File: src/rtl/shadd_pkg.sv
package shadd_pkg;

    localparam int XLEN      = 64;
    localparam int HALF      = XLEN / 2;
    localparam int IDX_W     = 5;
    localparam int AMT_W     = 6;
    localparam logic [IDX_W-1:0] ZERO_REG = '1;
    localparam logic [6:0]       OPC_HI   = 7'b0101011;

    typedef enum logic [1:0] {
        SH_LSL = 2'b00,
        SH_LSR = 2'b01,
        SH_ASR = 2'b10,
        SH_RSV = 2'b11
    } shift_e;

    typedef struct packed {
        logic             wide;
        shift_e           kind;
        logic [AMT_W-1:0] amt;
        logic [IDX_W-1:0] rd;
        logic [IDX_W-1:0] rn;
        logic [IDX_W-1:0] rm;
        logic             match;
        logic             undef;
    } dec_t;

    typedef struct packed {
        logic n;
        logic z;
        logic c;
        logic v;
    } flags_t;

    function automatic logic fixed_bits_ok(input logic [31:0] w);
        return (w[30:24] == OPC_HI) && (w[21] == 1'b0);
    endfunction

endpackage

File: src/rtl/shadd_decode.sv
module shadd_decode
    import shadd_pkg::*;
(
    input  logic [31:0] instr,
    output dec_t        dec
);
    logic rsv_shift;
    logic narrow_amt_bad;

    always_comb begin
        dec.wide  = instr[31];
        dec.kind  = shift_e'(instr[23:22]);
        dec.amt   = instr[15:10];
        dec.rm    = instr[20:16];
        dec.rn    = instr[9:5];
        dec.rd    = instr[4:0];
        dec.match = fixed_bits_ok(instr);
        rsv_shift      = (dec.kind == SH_RSV);
        narrow_amt_bad = !dec.wide && dec.amt[AMT_W-1];
        dec.undef = !dec.match || rsv_shift || narrow_amt_bad;
    end
endmodule

File: src/rtl/shadd_shift.sv
module shadd_shift
    import shadd_pkg::*;
#(
    parameter int W = 64
) (
    input  logic [W-1:0]         val,
    input  shift_e               kind,
    input  logic [$clog2(W)-1:0] amt,
    output logic [W-1:0]         out
);
    always_comb begin
        unique case (kind)
            SH_LSL:  out = val << amt;
            SH_LSR:  out = val >> amt;
            SH_ASR:  out = W'($signed(val) >>> amt);
            default: out = val;
        endcase
    end
endmodule

File: src/rtl/shadd_addf.sv
module shadd_addf
    import shadd_pkg::*;
#(
    parameter int W = 64
) (
    input  logic [W-1:0] a,
    input  logic [W-1:0] b,
    output logic [W-1:0] sum,
    output flags_t       fl
);
    logic [W:0] wide_sum;

    always_comb begin
        wide_sum = {1'b0, a} + {1'b0, b};
        sum      = wide_sum[W-1:0];
        fl.n     = wide_sum[W-1];
        fl.z     = (wide_sum[W-1:0] == '0);
        fl.c     = wide_sum[W];
        fl.v     = (a[W-1] == b[W-1]) && (wide_sum[W-1] != a[W-1]);
    end
endmodule

File: src/rtl/shadd_unit.sv
module shadd_unit
    import shadd_pkg::*;
(
    input  logic             clk,
    input  logic             rst,
    input  logic             in_valid,
    input  logic [31:0]      instr,
    input  logic [XLEN-1:0]  opnd_a,
    input  logic [XLEN-1:0]  opnd_b,
    output logic             out_valid,
    output logic [IDX_W-1:0] rd_idx,
    output logic [IDX_W-1:0] rn_idx,
    output logic [IDX_W-1:0] rm_idx,
    output logic             rn_zero,
    output logic             rm_zero,
    output logic [XLEN-1:0]  result,
    output logic             flag_n,
    output logic             flag_z,
    output logic             flag_c,
    output logic             flag_v,
    output logic             wr_en,
    output logic             flags_en,
    output logic             undef_op
);
    localparam int NLANE = 2;

    dec_t            dec;
    logic            a_is_zr, b_is_zr;
    logic [XLEN-1:0] op_a, op_b;
    logic [XLEN-1:0] lane_sum [NLANE];
    flags_t          lane_fl  [NLANE];
    logic [XLEN-1:0] sel_sum;
    flags_t          sel_fl;
    flags_t          fl_q;
    logic            wide_q;

    shadd_decode u_dec (.instr(instr), .dec(dec));

    assign a_is_zr = (dec.rn == ZERO_REG);
    assign b_is_zr = (dec.rm == ZERO_REG);
    assign op_a    = a_is_zr ? '0 : opnd_a;
    assign op_b    = b_is_zr ? '0 : opnd_b;

    // lane 0 is the narrow datapath, lane 1 the full width one
    for (genvar g = 0; g < NLANE; g++) begin : g_lane
        localparam int W = (g == 0) ? HALF : XLEN;
        logic [W-1:0] a_l, b_l, sh_l, s_l;
        flags_t       f_l;

        assign a_l = op_a[W-1:0];
        assign b_l = op_b[W-1:0];

        shadd_shift #(.W(W)) u_sh (
            .val  (b_l),
            .kind (dec.kind),
            .amt  (dec.amt[$clog2(W)-1:0]),
            .out  (sh_l)
        );

        shadd_addf #(.W(W)) u_add (
            .a   (a_l),
            .b   (sh_l),
            .sum (s_l),
            .fl  (f_l)
        );

        assign lane_sum[g] = XLEN'(s_l);
        assign lane_fl[g]  = f_l;
    end

    assign sel_sum = dec.wide ? lane_sum[1] : lane_sum[0];
    assign sel_fl  = dec.wide ? lane_fl[1]  : lane_fl[0];

    always_ff @(posedge clk) begin
        if (rst) begin
            out_valid <= 1'b0;
            wr_en     <= 1'b0;
            flags_en  <= 1'b0;
            undef_op  <= 1'b0;
            wide_q    <= 1'b0;
            rd_idx    <= '0;
            rn_idx    <= '0;
            rm_idx    <= '0;
            rn_zero   <= 1'b0;
            rm_zero   <= 1'b0;
            result    <= '0;
            fl_q      <= '0;
        end else begin
            out_valid <= in_valid;
            if (in_valid) begin
                undef_op <= dec.undef;
                flags_en <= !dec.undef;
                wr_en    <= !dec.undef && (dec.rd != ZERO_REG);
                wide_q   <= dec.wide;
                rd_idx   <= dec.rd;
                rn_idx   <= dec.rn;
                rm_idx   <= dec.rm;
                rn_zero  <= a_is_zr;
                rm_zero  <= b_is_zr;
                result   <= sel_sum;
                fl_q     <= sel_fl;
            end else begin
                undef_op <= 1'b0;
                flags_en <= 1'b0;
                wr_en    <= 1'b0;
            end
        end
    end

    assign flag_n = fl_q.n;
    assign flag_z = fl_q.z;
    assign flag_c = fl_q.c;
    assign flag_v = fl_q.v;

    p_latency_r11: assert property (@(posedge clk) disable iff (rst)
        !$past(rst) |-> (out_valid == $past(in_valid)));

    p_idle_quiet_r11: assert property (@(posedge clk) disable iff (rst)
        !out_valid |-> (!wr_en && !flags_en));

    p_undef_quiet_r9: assert property (@(posedge clk) disable iff (rst)
        (out_valid && undef_op) |-> (!wr_en && !flags_en));

    p_cmp_nowrite_r8: assert property (@(posedge clk) disable iff (rst)
        (out_valid && rd_idx == ZERO_REG) |-> !wr_en);

    p_narrow_upper_r2: assert property (@(posedge clk) disable iff (rst)
        (out_valid && !undef_op && !wide_q) |-> (result[XLEN-1:HALF] == '0));

    p_zero_flag_r7: assert property (@(posedge clk) disable iff (rst)
        (out_valid && !undef_op) |->
        (flag_z == (wide_q ? (result == '0) : (result[HALF-1:0] == '0))));

endmodule

File: config.mk
export PLATFORM = sky130hd
export DESIGN_NAME = shadd_unit
export DESIGN_NICKNAME = d
export VERILOG_FILES = /design/src/rtl/shadd_pkg.sv /design/src/rtl/shadd_decode.sv /design/src/rtl/shadd_shift.sv /design/src/rtl/shadd_addf.sv /design/src/rtl/shadd_unit.sv
export SDC_FILE = /design/constraint.sdc
export NUM_CORES = 1
export LEC_CHECK = 0
export BUFFER_PORTS_ARGS = -buffer_cell sky130_fd_sc_hd__buf_2
export CAP_MARGIN = 15
export CORE_UTILIZATION = 35
export CTS_CLUSTER_DIAMETER = 40
export CTS_CLUSTER_SIZE = 16
export DETAILED_ROUTE_END_ITERATION = 7
export PLACE_DENSITY = 0.57
export SYNTH_ARGS = -nofsm -noshare
export SYNTH_HDL_FRONTEND = slang
export SYNTH_SLANG_ARGS = --single-unit
File: constraint.sdc
create_clock -name clk -period 7.05 [get_ports clk]
set_input_delay 1.41 -clock clk [delete_from_list [all_inputs] [get_ports clk]]
set_output_delay 1.41 -clock clk [all_outputs]
set_load 0.01 [all_outputs]
==> key figures <==
Synthesis
  – Synthesized flop and latch total: 89
  – Mux contribution to synthesized area: 16.75%
  – Xor and xnor area share after synthesis: 3.013%
  – Seq/Total Area, Yosys: roughly 8.5%
  – Yosys warns: 0
  – Cells after Synth: 3,122
  – Post-Syn Nets: around 3,400
  – Post-synth EDFFs: 0
  – Top FF cell, synth: dfxtp_1
  – Cell Area, Synth: around 0.021 mm^2
  – Largest family of logic cells by synthesized area: compound AO/OA/AOI/OAI gates
  – Cell variety after synth: 102
  – Async S/R FF share, synth: 0%
  – Post-Syn Area per Cell: between 6 and 7 um^2
  – Compound-cell area share of the yosys netlist: 33.48%
  – Area share of and/or/nand/nor cells after synthesis: 26.71%
  – Synth Area in Adders: 5.931%

Layout
  – Filler cell count: 6,077
  – Synth-to-Final Area Change: 46.41%
  – Reg area: 0.001782 mm^2
  – Share of cells above drive strength 1: 35.78%
  – Fin util: approximately half
  – Final Net Count: approximately 4,400
  – Area of the multi-input gates: 0.01832 mm^2
  – Non-Filler Instances: 4,913
  – Final instance area: ~0.031 mm^2
  – Commonest non-fill, non-tap cell in the layout: buf_4
  – Commonest non-fill, non-tap cells in the layout: buf_4, nor2_1, nand2_1

Pwr
  – Power per Cell Area: 162.9 mW/mm^2
  – Sw Ratio: 48.20%
  – NetSw: ~2.4 mW
  – Pint: 2.586 mW
  – Clock Power Share: 9.3%
  – Leakage: around 14 nW
  – Reg power frac: 11.5%
  – Worst IR Drop VDD: around 0.14 mV
  – Combinational share of power: slightly below 80%
  – Pwr Total: 4.992 mW

Floorplan
  – Horiz. Die Dim: 246.5 um
  – Floorplan core area: 0.05902 mm^2
  – Initial core utilization: 35.46%
  – Chip height: 246.5 um
  – Die ar.: 0.06077 mm^2
  – Num rows: 89
  – I/O pins: 252

Routing
  – Via density: 6.075
  – Detailed-route wire length: 131,100 um
  – DRC viols: 0
  – Post-route ant nets: 0
  – First-pass iteration count of the detailed router: 6
  – Wirelength per Cell: 26.68 um
  – Detailed router's first-iteration violation count: roughly 3,400
  – Via count of the routed design: 29,847

Timing
  – Final setup TNS: 0 ns
  – Relative slew margins: 44.32%
  – Final hold vios: 0
  – Max Fclk: 143.6 MHz
  – Clock Skews: 0 ns
  – Tmin final: between 6 and 7 ns
  – Setup slack after layout: approximately 0.085 ns
  – Final period util: 98.79%
  – Final setup viols: 0
  – Hold_ws: about 0.47 ns
  – Slew Viols, Final: 0
  – Worst-Margin Slew: 0.8289 ns

Setup path
  – Crit path buffers/inverters: 8
  – Worst path top cell family by delay: simple AND/OR/NAND/NOR gates
  – Cell mode on critical path: buf_4
  – WP data required: 7.32 ns
  – Startpoint class of the critical path: input pin
  – Critical setup path kind: input pin to register
  – Crit path DAT: 7.24 ns
  – Worst path max stage delay: a little over 0.4 ns
  – CP max stage cell: nor2_1
  – Worst-path fanout max: 38
  – Critical path capture point type: register

Clock tree
  – Max H-tree Level: 3
  – Clock Sink Count: 89
  – Clk root buf: clkbuf_16
  – Worst skew pair latency: around 0.35 ns
  – CTS tree: done
  – Hold buffers post-CTS: 0
  – Num CTS Buffers: 9
  – Clk buf depth: 2
  – Reg clk slew, reported paths: 0.07 ns

Global routing
  – Largest net degree at the start of global routing: 79
  – GRT overflow: 0
  – First-pass GRT wire length: 186,500 um
  – Total GRT Usage: 41.73%
  – Initial antenna violation count: 1
  – Vias in the first global route: 27,839

Hold path
  – Hold Path Class: register to register

Placed design
  – I/O Buffers: approximately 250
  – Hpwl dp: between 100,000 and 150,000 um
  – DP Worst Slack: -0.9360 ns
  – Placed cell count: 4,890
  – Gpl congestion: 1.117
  – Placement Cell Area: 0.02997 mm^2

Run
  – Max-cap violations: 0

Status
  – Status: completed
==> power groups by stage <==
stage          combinational, mW  sequential, mW  clock, mW
2_1_floorplan               1.74           0.605          0
3_3_place_gp                3.76           0.584          0
3_5_place_dp                3.76           0.585          0
4_1_cts                     3.79           0.574      0.465
5_1_grt                     4.17           0.579      0.490
6_report                    3.95           0.574      0.462
==> tightest hold or removal path: stages (launching register included) <==
cell     delay [ns]
dfxtp_1        0.31
nand2_1        0.06
a21oi_1        0.05
==> path summary, 6_finish.rpt <==
path              depth (start not counted)       start  slack [ns]          to
setup / recovery                         29   instr[17]        0.09      flag_z
hold / removal                            2  result[32]        0.47  result[32]
setup reg to reg                         11      flag_z        4.45      flag_z
hold reg to reg                           2  result[32]        0.47  result[32]
==> synth_stat cells (all sizes together) (17+ instances only) <==
cell | instances | area share (%)
xnor2 | 42 | 1.8
a31oi | 47 | 1.6
o21bai | 27 | 0.99
nor3 | 72 | 1.7
a21oi | 326 | 7.8
nand3 | 113 | 2.7
and3 | 18 | 0.56
nor2 | 415 | 7.4
o22ai | 24 | 0.72
and2 | 98 | 2.9
nand4 | 33 | 0.99
mux4 | 74 | 8.0
clkbuf | 172 | 3.1
a221oi | 18 | 0.90
inv | 40 | 0.72
nand2 | 367 | 6.6
buf | 80 | 1.7
mux2i | 159 | 7.6
nand2b | 29 | 0.87
ha | 96 | 5.7
a21o | 59 | 2.2
o211ai | 50 | 1.8
dfxtp | 89 | 8.5
xor2 | 30 | 1.3
o21a | 24 | 0.86
a22oi | 32 | 1.2
nor4 | 17 | 0.51
o21ai | 242 | 5.8
or3 | 22 | 0.66
mux2 | 22 | 1.2
a211oi | 63 | 2.3
==> kinds of logic after synthesis <==
logic type                 count (synthesis)
and+or+nand+nor                         1231
AOI/OAI and AO/OA                       1082
buffers and inverters                    295
muxes                                    255
adders and majority gates                 98
DFF                                       89
xor gates and xnor gates                  72
==> layer usage <==
metal / wire length (um) / share of wire [%] / vias up / GRT usage (%)
met5: 90 / 0.069 / - / 0
li1: - / - / 13694 / -
met2: 54620 / 42 / 1713 / 61.64
met4: 7221 / 5.5 / 2 / 19.03
met1: 55570 / 42 / 14154 / 56.71
met3: 13560 / 10 / 284 / 10.10
==> what timing repair did <==
item | 4_1_cts | 5_1_grt
buffers inserted | 1 | 5
endpoints found under the hold margin | 0 | 0
pin swaps | 8 | 17
cloned | 0 | 0
resized for setup | 15 | 65
setup endpoints to repair | 14 | 18
==> flip-flops by register name, summed over array words and instances (netlist names), 5 cells and up <==
| register | count |
|---|---|
| rd_idx | 5 |
| result | 64 |
| rm_idx | 5 |
| rn_idx | 5 |
==> cell type report <==
| class | instances | share of cell area [%] |
|---|---|---|
| multi-input cells | 2738 | 59.77 |
| repair buffers | 1253 | 29.79 |
| flip-flops and latches | 89 | 5.815 |
| well taps | 773 | 3.157 |
| clock buffers | 9 | 0.7350 |
| inverters | 43 | 0.5390 |
| clock inverters | 7 | 0.1797 |
| diodes | 1 | 0.008167 |
Note: power is estimated with default switching activity, not from simulation.
